[config.mk]
export PLATFORM = sky130hd
export DESIGN_NAME = cfg_lock_reg
export DESIGN_NICKNAME = d
export VERILOG_FILES = /design/src/rtl/cfg_lock_pkg.sv /design/src/rtl/cfg_lock_mask_gen.sv /design/src/rtl/cfg_lock_next.sv /design/src/rtl/cfg_lock_reg.sv
export SDC_FILE = /design/constraint.sdc
export NUM_CORES = 1
export LEC_CHECK = 0
export ABC_AREA = 1
export BUFFER_PORTS_ARGS = -buffer_cell sky130_fd_sc_hd__buf_2
export CAP_MARGIN = 5
export CORE_MARGIN = 2
export CORE_UTILIZATION = 46
export DETAILED_ROUTE_END_ITERATION = 10
export GPL_ROUTABILITY_DRIVEN = 0
export MAX_ROUTING_LAYER = met4
export PLACE_DENSITY_LB_ADDON = 0.05
export SYNTH_ARGS = -nofsm -noshare
export SYNTH_HDL_FRONTEND = slang
export SYNTH_HIERARCHICAL = 1
export SYNTH_SLANG_ARGS = --single-unit
[constraint.sdc]
create_clock -name clk -period 1.3 [get_ports clk]
set_input_delay 0.065 -clock clk [delete_from_list [all_inputs] [get_ports clk]]
set_output_delay 0.065 -clock clk [all_outputs]
set_load 0.1 [all_outputs]
[src/rtl/cfg_lock_pkg.sv]
package cfg_lock_pkg;
  localparam int LANE_W = 8;
  localparam int WORD_W = 4 * LANE_W;
  localparam int DIS_POS = WORD_W - 1;
  localparam int LK_LO = 2 * LANE_W;

  typedef logic [WORD_W-1:0] cfg_word_t;

  // Bits that can only be set: disable flag plus the lock-control byte.
  function automatic cfg_word_t sticky_mask();
    cfg_word_t m;
    m = '0;
    m[DIS_POS] = 1'b1;
    for (int i = 0; i < LANE_W; i++) m[LK_LO + i] = 1'b1;
    return m;
  endfunction

  // Merge rule: sticky bits accumulate, protected bits hold, the rest follow data.
  function automatic cfg_word_t merge_word(cfg_word_t cur, cfg_word_t wd, cfg_word_t prot);
    cfg_word_t stk;
    stk = sticky_mask();
    return (cur & stk) | (wd & stk) | (cur & prot) | (wd & ~prot & ~stk);
  endfunction
endpackage

[src/rtl/cfg_lock_mask_gen.sv]
module cfg_lock_mask_gen
  import cfg_lock_pkg::*;
(
  input  cfg_word_t cur_word,
  output cfg_word_t protect_mask
);
  // Each lock-control bit fans out to one bit in each of the two lower bytes.
  for (genvar k = 0; k < LANE_W; k++) begin : g_lane
    assign protect_mask[k]          = cur_word[LK_LO + k];
    assign protect_mask[LANE_W + k] = cur_word[LK_LO + k];
  end
  assign protect_mask[WORD_W-1:LK_LO] = '0;
endmodule

[src/rtl/cfg_lock_next.sv]
module cfg_lock_next
  import cfg_lock_pkg::*;
(
  input  cfg_word_t cur_word,
  input  cfg_word_t wr_word,
  input  cfg_word_t protect_mask,
  output cfg_word_t next_word
);
  assign next_word = merge_word(cur_word, wr_word, protect_mask);
endmodule

[src/rtl/cfg_lock_reg.sv]
module cfg_lock_reg
  import cfg_lock_pkg::*;
#(
  parameter logic [31:0] RST_VAL = 32'h2000_0000
) (
  input  logic        clk,
  input  logic        rst,
  input  logic        wr_en,
  input  logic [31:0] wr_data,
  output logic [31:0] rd_data
);
  localparam cfg_word_t STICKY = sticky_mask();

  cfg_word_t word_q;
  cfg_word_t protect_mask;
  cfg_word_t next_word;
  logic [LANE_W-1:0] lock_ctl;

  assign lock_ctl = word_q[LK_LO +: LANE_W];

  cfg_lock_mask_gen u_mask (
    .cur_word     (word_q),
    .protect_mask (protect_mask)
  );

  cfg_lock_next u_next (
    .cur_word     (word_q),
    .wr_word      (wr_data),
    .protect_mask (protect_mask),
    .next_word    (next_word)
  );

  always_ff @(posedge clk) begin
    if (rst)        word_q <= RST_VAL;
    else if (wr_en) word_q <= next_word;
  end

  assign rd_data = word_q;

  AST_RESET_VALUE: assert property (@(posedge clk) rst |=> rd_data == RST_VAL);
  AST_DISABLE_STICKY: assert property (@(posedge clk) disable iff (rst)
    rd_data[DIS_POS] |=> rd_data[DIS_POS]);
  AST_LOCKCTL_STICKY: assert property (@(posedge clk) disable iff (rst)
    1'b1 |=> ((rd_data[LK_LO +: LANE_W] & $past(lock_ctl)) == $past(lock_ctl)));
  AST_STICKY_SET: assert property (@(posedge clk) disable iff (rst)
    wr_en |=> ((rd_data & $past(wr_data) & STICKY) == ($past(wr_data) & STICKY)));
  AST_PROTECT_HOLD: assert property (@(posedge clk) disable iff (rst)
    1'b1 |=> (((rd_data ^ $past(rd_data)) & $past(protect_mask)) == '0));
  AST_FREE_FOLLOW: assert property (@(posedge clk) disable iff (rst)
    wr_en |=> (((rd_data ^ $past(wr_data)) & ~$past(protect_mask) & ~STICKY) == '0));
  AST_IDLE_STABLE: assert property (@(posedge clk) disable iff (rst)
    !wr_en |=> $stable(rd_data));
endmodule

---- Word-level counts from Yosys, hierarchy flattened ----
Index checks and enable logic that the tools add are counted.
word-level totals
  input bits .............................. 35
  output and inout bits ................... 32
  register bits after elaboration ......... 32
operators by class
  bitwise logic cells ..................... 6
operators with widths
  cell                                     count
  32-bit OR                                2
  32-bit by 16-bit AND with 32-bit output  1
  32-bit by 31-bit OR with 32-bit output   1
  31-bit AND                               1
  16-bit inverter with 31-bit output       1

---- Depth between registers and ports, before layout ----
  depth in word-level cells ............... 3
  mapped depth ............................ 8
  depth with buffers taken out ............ 7

---- Cells and area by module ----
Netlist, hierarchy kept.
by module, submodules not included
  module             cells each  instances  area an instance (µm²)
  cfg_lock_reg       202         1          1,336.3
  cfg_lock_next      101         1          401.6
  cfg_lock_mask_gen  33          1          244.0

---- Worst setup path after synthesis ----
OpenSTA, ideal clock, no wires.
  path type ............................... reg2reg
  from .................................... register word_q[17] (netlist: rd_data[17])
  to ...................................... register word_q[1] (netlist: rd_data[1])
  data arrival time ....................... 1.534 ns
  required time ........................... 1.235 ns
  path buffers ............................ 1
  cell stages (with the launch flop) ...... 8
  setup slack ............................. -0.299 ns
  path through ............................ dfxtp_1 > buf_4 > nand2_1 > nand2_1 > inv_1 > nand2_1 > nand2_1 > nor2_1
on the way
  cells in the longest elaborated chain, start to end .. 3
  elaborated cells on any way between the ends .. 5
  those cells by class .................... bitwise: 5
RTL lines
  element                                                                                               RTL line            text
  start: declaration                                                                                    cfg_lock_reg.sv:14  cfg_word_t word_q;
  start signal: assignment                                                                              cfg_lock_reg.sv:35  else if (wr_en) word_q <= next_word;
  32-bit by 16-bit AND with 32-bit output / 16-bit inverter with 31-bit output (equally long branches)  cfg_lock_pkg.sv:22  return (cur & stk) | (wd & stk) | (cur & prot) | (wd & ~prot & ~stk);
  32-bit OR / 31-bit AND (equally long branches)                                                        cfg_lock_pkg.sv:22
  32-bit by 31-bit OR with 32-bit output (*)                                                            cfg_lock_pkg.sv:22
  named net next_word[1]                                                                                cfg_lock_reg.sv:16  cfg_word_t next_word;
The timed path passes the listed nets; every way through them passes the cells marked *.
A chain may end at the register's enable or synchronous reset.

---- Worst setup path in the final report ----
  from .................................... register word_q[17] (netlist: rd_data[17])
  to ...................................... output rd_data[17]
RTL lines
  element           RTL line            text
  end: declaration  cfg_lock_reg.sv:10  output logic [31:0] rd_data
No word-level cell between the ends.

==> impl_metrics.prom <==
# TYPE chip_impl_metric gauge
chip_impl_info{name="clk_root_buffer_cell",value="clkbuf_8"} 1
chip_impl_metric{name="post_synth_inst_count",unit=""} 327
chip_impl_metric{name="detail_route.wl_per_cell",unit="µm"} 8.12
chip_impl_metric{name="clk_pin_slew_worst_paths",unit="ns"} 0.07
chip_impl_metric{name="core_region_area",unit="µm²"} 4000
chip_impl_metric{name="wirelength",unit="µm"} 3460
chip_impl_info{name="r2r-end",value="rd_data[20]"} 1
chip_impl_metric{name="number_of_buffers_added_by_the_clock_tree_synthesis_step",unit=""} 5
chip_impl_metric{name="skew",unit="ns"} 0.00651
chip_impl_metric{name="num_rows",unit=""} 23
chip_impl_metric{name="ir_drop",unit="V"} 0.000549
chip_impl_metric{name="number_of_flip_flops_under_the_largest_register_name",unit=""} 32
chip_impl_metric{name="place_hpwl",unit="µm"} 2380
chip_impl_info{name="timing.critical_path.from",value="rd_data[17]"} 1
chip_impl_metric{name="clock_path_buffers",unit=""} 2
chip_impl_metric{name="report.final.hold_viol_count",unit=""} 0
chip_impl_metric{name="grt_overflow",unit=""} 0
chip_impl_info{name="endpoint_kind",value="primary output"} 1
chip_impl_metric{name="via_count",unit=""} 1708
chip_impl_metric{name="first_global_vias",unit=""} 1368
chip_impl_metric{name="max_cap_viol_count",unit=""} 0
chip_impl_metric{name="gr-usage-all-layers",unit="%"} 15.8
chip_impl_metric{name="fp.dieH",unit="µm"} 68.5
chip_impl_info{name="worst-setup-path-type",value="flop to primary output"} 1
chip_impl_metric{name="syn_to_final_growth",unit="%"} 15.7
chip_impl_info{name="hold_start",value="wr_data[29]"} 1
chip_impl_metric{name="cts_repair_resize_count",unit=""} 0
chip_impl_metric{name="fillCellCount",unit=""} 426
chip_impl_metric{name="die-width",unit="µm"} 68.5
chip_impl_metric{name="detail-route-antenna-nets",unit=""} 0
chip_impl_metric{name="r2r_cells",unit=""} 5
chip_impl_metric{name="clk_latency",unit="ns"} 0.28
chip_impl_metric{name="global_route_wire_length_before_repair",unit="µm"} 5460
chip_impl_metric{name="cts-hold-fix-buffers",unit=""} 0
chip_impl_info{name="ff_to_ff_start",value="rd_data[20]"} 1
chip_impl_metric{name="grt_antenna_before_repair",unit=""} 0
chip_impl_metric{name="final_layout_size_suffix_gt1_share",unit="%"} 27.1
chip_impl_metric{name="hold-path-cell-count",unit=""} 5
chip_impl_metric{name="max_freq",unit="MHz"} 858
chip_impl_info{name="worstPathCellList",value="buf_2"} 1
chip_impl_metric{name="r2r_setup_slack",unit="ns"} 0.45
chip_impl_metric{name="drtIter0Drc",unit=""} 63
chip_impl_metric{name="critical_path_data_required_time",unit="ns"} 1.24
chip_impl_metric{name="worstPathArrival",unit="ns"} 1.10
chip_impl_metric{name="p_per_area",unit="nW/µm²"} 1290
chip_impl_metric{name="timing.setup.tns",unit="ns"} 0
chip_impl_metric{name="drt_pre_antenna_iters",unit=""} 4
chip_impl_metric{name="clock_sink_count",unit=""} 32
chip_impl_metric{name="critical_path_depth",unit=""} 1
chip_impl_metric{name="synthesis.area",unit="µm²"} 1910
chip_impl_info{name="slowest_stage",value="buf_2"} 1
chip_impl_metric{name="floorplan.io_pins",unit=""} 67
chip_impl_info{name="outcome",value="finished, final reports clean"} 1
chip_impl_metric{name="power",unit="mW"} 2.87
chip_impl_metric{name="max_stage_delay",unit="ns"} 0.44
chip_impl_info{name="tritoncts_clock_tree",value="yes"} 1
chip_impl_metric{name="ys.warnings.count",unit=""} 6
chip_impl_metric{name="port_buffers",unit=""} 66
chip_impl_metric{name="syn_area_per_cell",unit="µm²"} 5.85
chip_impl_metric{name="postCtsSetupRepairBufs",unit=""} 0
chip_impl_info{name="crit_family",value="buffers and inverters"} 1
chip_impl_metric{name="antenna_cells",unit=""} 0
chip_impl_metric{name="timing_max_transition_violations_final",unit=""} 0
chip_impl_metric{name="critical_path_peak_fanout",unit=""} 7
chip_impl_info{name="kind_of_start_point_of_the_critical_path",value="flop"} 1
chip_impl_metric{name="grt_max_degree",unit=""} 65
chip_impl_metric{name="timing.final.crit_share",unit="%"} 89.7
chip_impl_metric{name="fin_nets",unit=""} 410
chip_impl_metric{name="critical_path_buf_inv_count",unit=""} 1
chip_impl_info{name="rsz_0062_raised_after_global_routing",value="false"} 1
chip_impl_metric{name="cts_max_level",unit=""} 2
chip_impl_metric{name="static-leakage-power",unit="nW"} 1.37
chip_impl_metric{name="die_outline_area",unit="µm²"} 4690
chip_impl_info{name="holdCritPathClass",value="primary input to flop"} 1
chip_impl_info{name="hold_end",value="rd_data[29]"} 1
chip_impl_metric{name="initial_utilization",unit="%"} 47.9
chip_impl_metric{name="final-setup-viol-count",unit=""} 0
chip_impl_metric{name="drt-vias-per-instance",unit=""} 4.01
chip_impl_metric{name="number_of_remaining_drc_errors",unit=""} 0
chip_impl_metric{name="timing.final.crit_period",unit="ns"} 1.17
[cell usage in the layout (no fill, tap or decap)]
| cell | count |
|---|---|
| buf_4 | 1 |
| dfxtp_1 | 7 |
| clkinv_2 | 2 |
| buf_12 | 1 |
| nor2_1 | 62 |
| buf_2 | 66 |
| nand3_1 | 1 |
| nand2_1 | 133 |
| or2_1 | 9 |
| inv_1 | 55 |
| conb_1 | 7 |
| clkbuf_8 | 6 |
| dfxtp_2 | 25 |
| inv_2 | 1 |
[worst max path at each step]
| stage | slack, ns | to |
|---|---|---|
| after floorplan | 0.06 | rd_data[1] |
| after global placement | 0.45 | rd_data[16] |
| after detailed placement | 0.44 | rd_data[17] |
| after CTS | 0.12 | rd_data[16] |
| after global routing | 0.08 | rd_data[19] |
| final | 0.13 | rd_data[17] |
[routing by layer]
metal / up-vias / wire [µm] / share of wire [%] / track usage, %
met1: 677 / 1760 / 51 / 18.3
met2: 40 / 1410 / 41 / 25.7
li1: 986 / - / - / -
met5: - / 0 / 0 / -
met4: 0 / 45 / 1.3 / 5.25
met3: 5 / 236 / 6.8 / 5.36
[area by class of cell]
| cell class | count | area [µm²] | area share [%] |
|---|---|---|---|
| multi-input cells | 212 | 820 | 37.0 |
| clock buffers | 6 | 82.6 | 3.73 |
| clock inverters | 2 | 10.0 | 0.452 |
| flip-flops and latches | 32 | 672 | 30.3 |
| repair buffers | 68 | 358 | 16.2 |
| well taps | 50 | 62.6 | 2.82 |
| inverters | 56 | 210 | 9.49 |
[per-stage QoR]
stage	setup slack, ns	util, %	cell area (µm²)	hold slack, ns	cells
global route	0.0845	55.4	2210	0.161	426
floorplan	0.0566	-	1970	0.239	333
global placement	0.448	53.0	2120	0.369	418
detailed placement	0.436	53.0	2120	0.372	418
CTS	0.121	55.4	2210	0.0734	426
finish	0.134	55.4	2210	0.0768	426
[worst reg2reg max path, delay by kind of cell (launching register included)]
kind                   cells  cell delay, ns
buffers and inverters      1            0.05
AND/OR/NAND/NOR            4            0.36
flip-flops                 1            0.34
[where the power goes]
group	internal (mW)	switching [mW]
sequential	1.07	0.0684
clock	0.422	0.357
combinational	0.202	0.747
Note: power is estimated with default switching activity, not from simulation.
